## config.mk

```make
export PLATFORM = sky130hd
export DESIGN_NAME = can_drv_guard
export DESIGN_NICKNAME = d
export VERILOG_FILES = /design/src/rtl/can_guard_pkg.sv /design/src/rtl/can_guard_edge.sv /design/src/rtl/can_guard_dom_timer.sv /design/src/rtl/can_guard_thermal.sv /design/src/rtl/can_drv_guard.sv
export SDC_FILE = /design/constraint.sdc
export NUM_CORES = 1
export LEC_CHECK = 0
export CORE_ASPECT_RATIO = 0.7
export CORE_MARGIN = 2
export CORE_UTILIZATION = 52
export DETAILED_ROUTE_END_ITERATION = 10
export PLACE_DENSITY = 0.79
export SLEW_MARGIN = 20
export SYNTH_ARGS = -nofsm -noshare
export SYNTH_HDL_FRONTEND = slang
export SYNTH_SLANG_ARGS = --single-unit
```

## constraint.sdc

```tcl
create_clock -name clk_i -period 1.9 [get_ports clk_i]
set_input_delay 0.38 -clock clk_i [delete_from_list [all_inputs] [get_ports clk_i]]
set_output_delay 0.38 -clock clk_i [all_outputs]
set_load 0.1 [all_outputs]
```

## src/rtl/can_guard_pkg.sv

```systemverilog
package can_guard_pkg;
  typedef enum logic {
    TH_RUN  = 1'b0,
    TH_SHUT = 1'b1
  } th_state_e;
endpackage

```

## src/rtl/can_guard_edge.sv

```systemverilog
module can_guard_edge (
  input  logic clk_i,
  input  logic rst_ni,
  input  logic txd_i,
  output logic fall_o
);
  logic txd_q;

  always_ff @(posedge clk_i or negedge rst_ni) begin
    if (!rst_ni) txd_q <= 1'b1;
    else         txd_q <= txd_i;
  end

  assign fall_o = txd_q & ~txd_i;
endmodule

```

## src/rtl/can_guard_dom_timer.sv

```systemverilog
module can_guard_dom_timer #(
  parameter int unsigned TO_CYCLES = 125000
) (
  input  logic clk_i,
  input  logic rst_ni,
  input  logic txd_i,
  input  logic norm_i,
  output logic to_o
);
  localparam int unsigned CNT_W = (TO_CYCLES < 2) ? 1 : $clog2(TO_CYCLES);
  localparam logic [CNT_W-1:0] LAST = CNT_W'(TO_CYCLES - 1);

  logic [CNT_W-1:0] cnt_q;
  logic             to_q;

  always_ff @(posedge clk_i or negedge rst_ni) begin
    if (!rst_ni) begin
      cnt_q <= '0;
      to_q  <= 1'b0;
    end else if (txd_i) begin
      cnt_q <= '0;
      to_q  <= 1'b0;
    end else if (!norm_i) begin
      cnt_q <= '0;
    end else if (!to_q) begin
      if (cnt_q == LAST) to_q  <= 1'b1;
      else               cnt_q <= cnt_q + 1'b1;
    end
  end

  assign to_o = to_q;
endmodule

```

## src/rtl/can_guard_thermal.sv

```systemverilog
module can_guard_thermal
  import can_guard_pkg::*;
(
  input  logic clk_i,
  input  logic rst_ni,
  input  logic ovt_i,
  input  logic cool_i,
  input  logic fall_i,
  output logic tsd_o
);
  th_state_e state_q, state_d;

  always_comb begin
    state_d = state_q;
    unique case (state_q)
      TH_RUN:  if (ovt_i) state_d = TH_SHUT;
      TH_SHUT: if (!ovt_i && cool_i && fall_i) state_d = TH_RUN;
      default: state_d = TH_SHUT;
    endcase
  end

  always_ff @(posedge clk_i or negedge rst_ni) begin
    if (!rst_ni) state_q <= TH_RUN;
    else         state_q <= state_d;
  end

  assign tsd_o = (state_q == TH_SHUT);
endmodule

```

## src/rtl/can_drv_guard.sv

```systemverilog
module can_drv_guard #(
  parameter int unsigned TO_CYCLES = 125000
) (
  input  logic clk_i,
  input  logic rst_ni,
  input  logic txd_i,
  input  logic ovt_i,
  input  logic cool_i,
  input  logic norm_i,
  output logic drv_dom_o,
  output logic dom_to_o,
  output logic tsd_o
);
  logic fall;
  logic to_flag;
  logic tsd_flag;

  can_guard_edge u_edge (
    .clk_i  (clk_i),
    .rst_ni (rst_ni),
    .txd_i  (txd_i),
    .fall_o (fall)
  );

  can_guard_dom_timer #(.TO_CYCLES(TO_CYCLES)) u_timer (
    .clk_i  (clk_i),
    .rst_ni (rst_ni),
    .txd_i  (txd_i),
    .norm_i (norm_i),
    .to_o   (to_flag)
  );

  can_guard_thermal u_thermal (
    .clk_i  (clk_i),
    .rst_ni (rst_ni),
    .ovt_i  (ovt_i),
    .cool_i (cool_i),
    .fall_i (fall),
    .tsd_o  (tsd_flag)
  );

  // ovt_i gates directly so shutdown takes effect in the same cycle
  assign drv_dom_o = norm_i & ~txd_i & ~to_flag & ~tsd_flag & ~ovt_i;
  assign dom_to_o  = to_flag;
  assign tsd_o     = tsd_flag;
endmodule

```

## Word level (Yosys, flattened, before mapping)

Cells that the tools add are included.

| storage, ports and cells | value |
|---|---|
| flip-flop bits (word level) | 20 |
| bits of input ports | 6 |
| output and inout bits | 3 |

| cells by class | value |
|---|---|
| $add $sub $neg | 1 |
| equal/unequal tests | 3 |
| muxes and demuxes | 11 |
| bitwise logic cells | 9 |
| reductions and logical operators | 5 |

Operator list:

| cell | number |
|---|---|
| $mux 17 | 4 |
| $add 17x1->17 const B | 1 |
| $eq 17x17->1 const B | 1 |
| $mux 1 | 6 |
| $ne 3x3->1 const B | 2 |
| $and 1x1->1 | 5 |
| $not 1->1 | 4 |
| $logic_and 1x1->1 | 2 |
| $pmux 1 s2 | 1 |
| $reduce_and 2->1 | 1 |
| $reduce_bool 2->1 | 1 |
| $logic_not 1->1 | 1 |

## Logic depth before layout (Yosys ltp)

| depth | value |
|---|---|
| depth after elaboration | 5 |
| gate-level depth with buffers | 5 |
| gate-level depth less buffers | 5 |

## Modules after synthesis

From an unflattened synthesis, not the netlist that was laid out.

| unflattened totals | value |
|---|---|
| cells, all modules | 106 |
| area, all modules | 1026.0 µm² |

By module, submodules not included:

| module | instances | cells each | area an instance (µm²) |
|---|---|---|---|
| can_guard_dom_timer | 1 | 99 | 930.9 |
| can_guard_edge | 1 | 2 | 40.0 |
| can_guard_thermal | 1 | 3 | 36.3 |
| can_drv_guard | 1 | 2 | 18.8 |

## Least setup slack after synthesis

Ideal clock, no wire load.

| timing | value |
|---|---|
| path kind | reg2out |
| from | reg u_timer.to_q (netlist: u_timer.to_o) |
| to | out drv_dom_o |
| arrival | 3826 ps |
| data required time | 1520 ps |
| slack | -2306 ps |
| stages on the path, launching flop included | 2 |
| path buffers | 0 |
| path through | dfrtp_1 nor4_1 |

| on the way | value |
|---|---|
| longest elaborated chain between the ends | 4 |

Ends and longest elaborated chain:

| element | RTL line | text |
|---|---|---|
| start: declaration | can_guard_dom_timer.sv:14 | `logic to_q;` |
| start signal: assignment | can_guard_dom_timer.sv:19 | `to_q <= 1'b0;` |
| start signal: assignment | can_guard_dom_timer.sv:22 | `to_q <= 1'b0;` |
| start signal: assignment | can_guard_dom_timer.sv:26 | `if (cnt_q == LAST) to_q <= 1'b1;` |
| $not 1->1 | can_drv_guard.sv:43 | `assign drv_dom_o = norm_i & ~txd_i & ~to_flag & ~tsd_flag & ~ovt_i;` |
| $and 1x1->1 (3 in series) | can_drv_guard.sv:43 |  |
| end: declaration | can_drv_guard.sv:10 | `output logic drv_dom_o,` |

No other way between the ends.

## Worst setup path in the final report

| timing | value |
|---|---|
| from | in norm_i |
| to | out drv_dom_o |

| on the way | value |
|---|---|
| longest elaborated chain between the ends | 4 |

Ends and longest elaborated chain:

| element | RTL line | text |
|---|---|---|
| start: declaration | can_drv_guard.sv:9 | `input logic norm_i,` |
| $and 1x1->1 (4 in series) | can_drv_guard.sv:43 |  |

No other way between the ends.

==> impl_metrics.csv <==
group,metric,value,unit
synthesis,synth-edff-count,0,
synthesis,syn-cell-area,1120,um^2
power,peakVddDrop,0.000473,V
power,switching_share,21.9,%
drt,wl_met2,1060,um
floorplan,die_w,59.5,um
timing,tightest_slew,0.347,ns
synthesis,ys_ff_latch,20,
timing,finalCriticalPeriod,1.84,ns
drt,vias,908,
cells_and_area,final_area,1360,um^2
drt,dr.first_iter.drc_count,42,
timing,hold_violations,0,
power,pwr-share-seq,51.3,%
floorplan,start_util,53.7,%
drt,drt_wl_total,2370,um
synthesis,yosysWarnings,0,
clocking,tritoncts,"yes",
global_routing,grt_usage,22.6,%
clocking,clock_path_buffers,2,
hold_path,hold_path.class,"input pin to register",
worst_setup_path,critPathMaxFanout,5,
synthesis,syn-instance-count,109,
worst_setup_path,critPathCaptureType,"output pin",
synthesis,synth-main-ff-cell,"dfrtp_1",
global_routing,grt_pass1_wl,4270,um
cells_and_area,areaGrowthSynthToFinish,21.5,%
power,p_int,0.683,mW
power,clkPwrFrac,39.8,%
drt,viasPerCell,6.22,
worst_setup_path,arrival,1.46,ns
drt,drtAntennaViolNets,0,
power,combPwrFrac,8.9,%
power,power_density,643,nW/um^2
floorplan,coreArea,2080,um^2
drt,wl_met1,1180,um
floorplan,die_y,42.8,um
clocking,htreeDepth,1,
cells_and_area,layout-drive-gt1-share,22.1,%
drt,dr.pass1.iters,4,
clocking,cts-root-buf,"clkbuf_4",
synthesis,synth_area_per_cell,10.3,um^2
drt,top_layer,"met4",
power,total_power,0.874,mW
clocking,clk_latency,0.31,ns
cells_and_area,antenna_cells,0,
place,port_buffers,8,
place,pre_cts_ws,-0.0122,ns
timing,finalSetupViolations,0,
synthesis,ys_types,38,
drt,wire_per_inst,16.2,um
timing,rsz0062_at_grt,"false",
drt,drc_errors,0,
global_routing,antenna_found_initial,0,
clocking,cts.sinks,20,
global_routing,grt_pass1_vias,923,
floorplan,fp-row-count,14,
floorplan,pin_count,9,
clocking,clkTransAtPathRegs,0.12,ns
place,place_congestion,0.765,
clocking,post_cts_buffers,0,
floorplan,die_area,2550,um^2
synthesis,async_reset_ff_share,100,%
power,p_leak,0.599,nW
place,place_area,1300,um^2
timing,relSlewSlack,76.7,%
timing,setup_ws,0.0643,ns
cells_and_area,finalNetCount,130,
clocking,cts_buffers,3,
timing,drv_slew,0,
place,hpwl,1680,um
synthesis,ys_seq_area_share,44.8,%
drt,wl_met3,108,um
timing,period_share,96.6,%
run_status,status,"complete, no violations",
worst_setup_path,critPathKind,"input pin to output pin",
power,p_sw,0.191,mW
synthesis,synthesis.nets,116,
worst_setup_path,cp.required,1.52,ns
timing,hold_ws,0.359,ns
timing,fin_skew,0.0135,ns
global_routing,grt_overflow,0,
job,cap_violations,0,
global_routing,grt_max_degree,21,
worst_setup_path,startpoint_type,"input pin",
timing,fmax,0.545,GHz
synthesized netlist by cell type, types with 2 or more instances:
library cell  count  share of area (%)
a21oi_1           8                3.6
a31o_2            2                1.6
a31oi_1           3                1.7
a41oi_1           2                1.6
and3_1            2                1.1
clkbuf_1          2               0.67
dfrtp_1          19                 42
inv_1             3                1.0
nand2_1          10                3.4
nand2b_1          2                1.1
nand3_1           3                1.3
nor2_1           11                3.7
nor3_1            5                2.2
nor4_1            3                1.7
nor4_4            2                3.8
o21ai_0           3                1.3
o221ai_1          2                1.6
xnor2_1           7                5.5
final timing paths:
check | end | slack (ns) | startpoint | depth (start not counted)
worst max-delay path | drv_dom_o | 0.06 | norm_i | 4
worst min-delay path | u_timer.to_o | 0.36 | txd_i | 2
worst max register to register | u_timer.cnt_q[14] | 0.13 | u_timer.cnt_q[0] | 5
worst min register to register | u_timer.cnt_q[15] | 0.61 | u_timer.cnt_q[14] | 1
max in group asynchronous | u_edge.txd_q | 1.24 | rst_ni | 2
min in group asynchronous | u_timer.cnt_q[9] | 0.39 | rst_ni | 2
per-layer routing:
layer | track usage [%] | up-vias
li1 | - | 433
met3 | 7.32 | 2
met2 | 33.0 | 22
met1 | 31.0 | 451
met5 | 0 | -
met4 | 8.18 | 0
flip-flops by register name (all words and copies together) (netlist names):
name / cells
u_edge.txd_q: 1
u_timer.cnt_q: 17
u_timer.to_o: 1
u_thermal.tsd_o: 1
placed cells by master (no fill, tap or decap), types with 2 or more instances in the layout:
master,n
a21oi_1,8
a31o_2,2
a31oi_1,3
a41oi_1,2
and3_1,2
buf_12,3
buf_4,4
clkbuf_4,3
clkdlybuf4s50_1,4
dfrtp_1,17
inv_1,3
nand2_1,10
nand3_1,3
nor2_1,11
nor3_1,5
nor4_1,2
nor4_4,3
o21ai_0,3
o221ai_1,2
xnor2_1,7
final cells by class:
class	count	area [um^2]
Sequential cell	20	507
Fill cell	180	724
Inverter	3	11.3
Clock inverter	1	30.0
Tap cell	24	30.0
Multi-Input combinational cell	83	617
Timing Repair Buffer	12	143
Clock buffer	3	22.5
per-stage QoR:
stage | TNS (ns) | std cells | utilization (%)
after global placement | 0 | 142 | 62.2
after detailed placement | -0.0122 | 142 | 62.2
after CTS | 0 | 146 | 65.1
after global routing | 0 | 146 | 65.2
after floorplan | -0.240 | 109 | -
final | 0 | 146 | 65.2
timing repair:
action,in CTS,in global routing
pin swaps,0,1
endpoints found under the setup margin,1,3
resized for setup,1,1
hold buffers,0,0
critical path, cell delays in order:
cell	delay, ns
clkdlybuf4s50_1	0.58
nand2b_4	0.08
nor4_4	0.19
buf_12	0.21
power by group through the flow:
stage / Clock (mW) / Sequential, mW / Combinational (mW)
6_report: 0.348 / 0.449 / 0.0778
5_1_grt: 0.375 / 0.450 / 0.0857
4_1_cts: 0.356 / 0.449 / 0.0790
3_5_place_dp: 0 / 0.457 / 0.0767
3_3_place_gp: 0 / 0.457 / 0.0750
2_1_floorplan: 0 / 0.462 / 0.0298
cells by family after synthesis:
group / Yosys count / synth area share [%]
AOI/OAI and AO/OA: 22 / 13.0
xor gates and xnor gates: 8 / 6.26
adders and majority gates: 1 / 1.12
buffers and inverters: 6 / 2.12
DFF: 20 / 44.8
and+or+nand+nor: 52 / 32.7
Note: power is estimated with default switching activity, not from simulation.
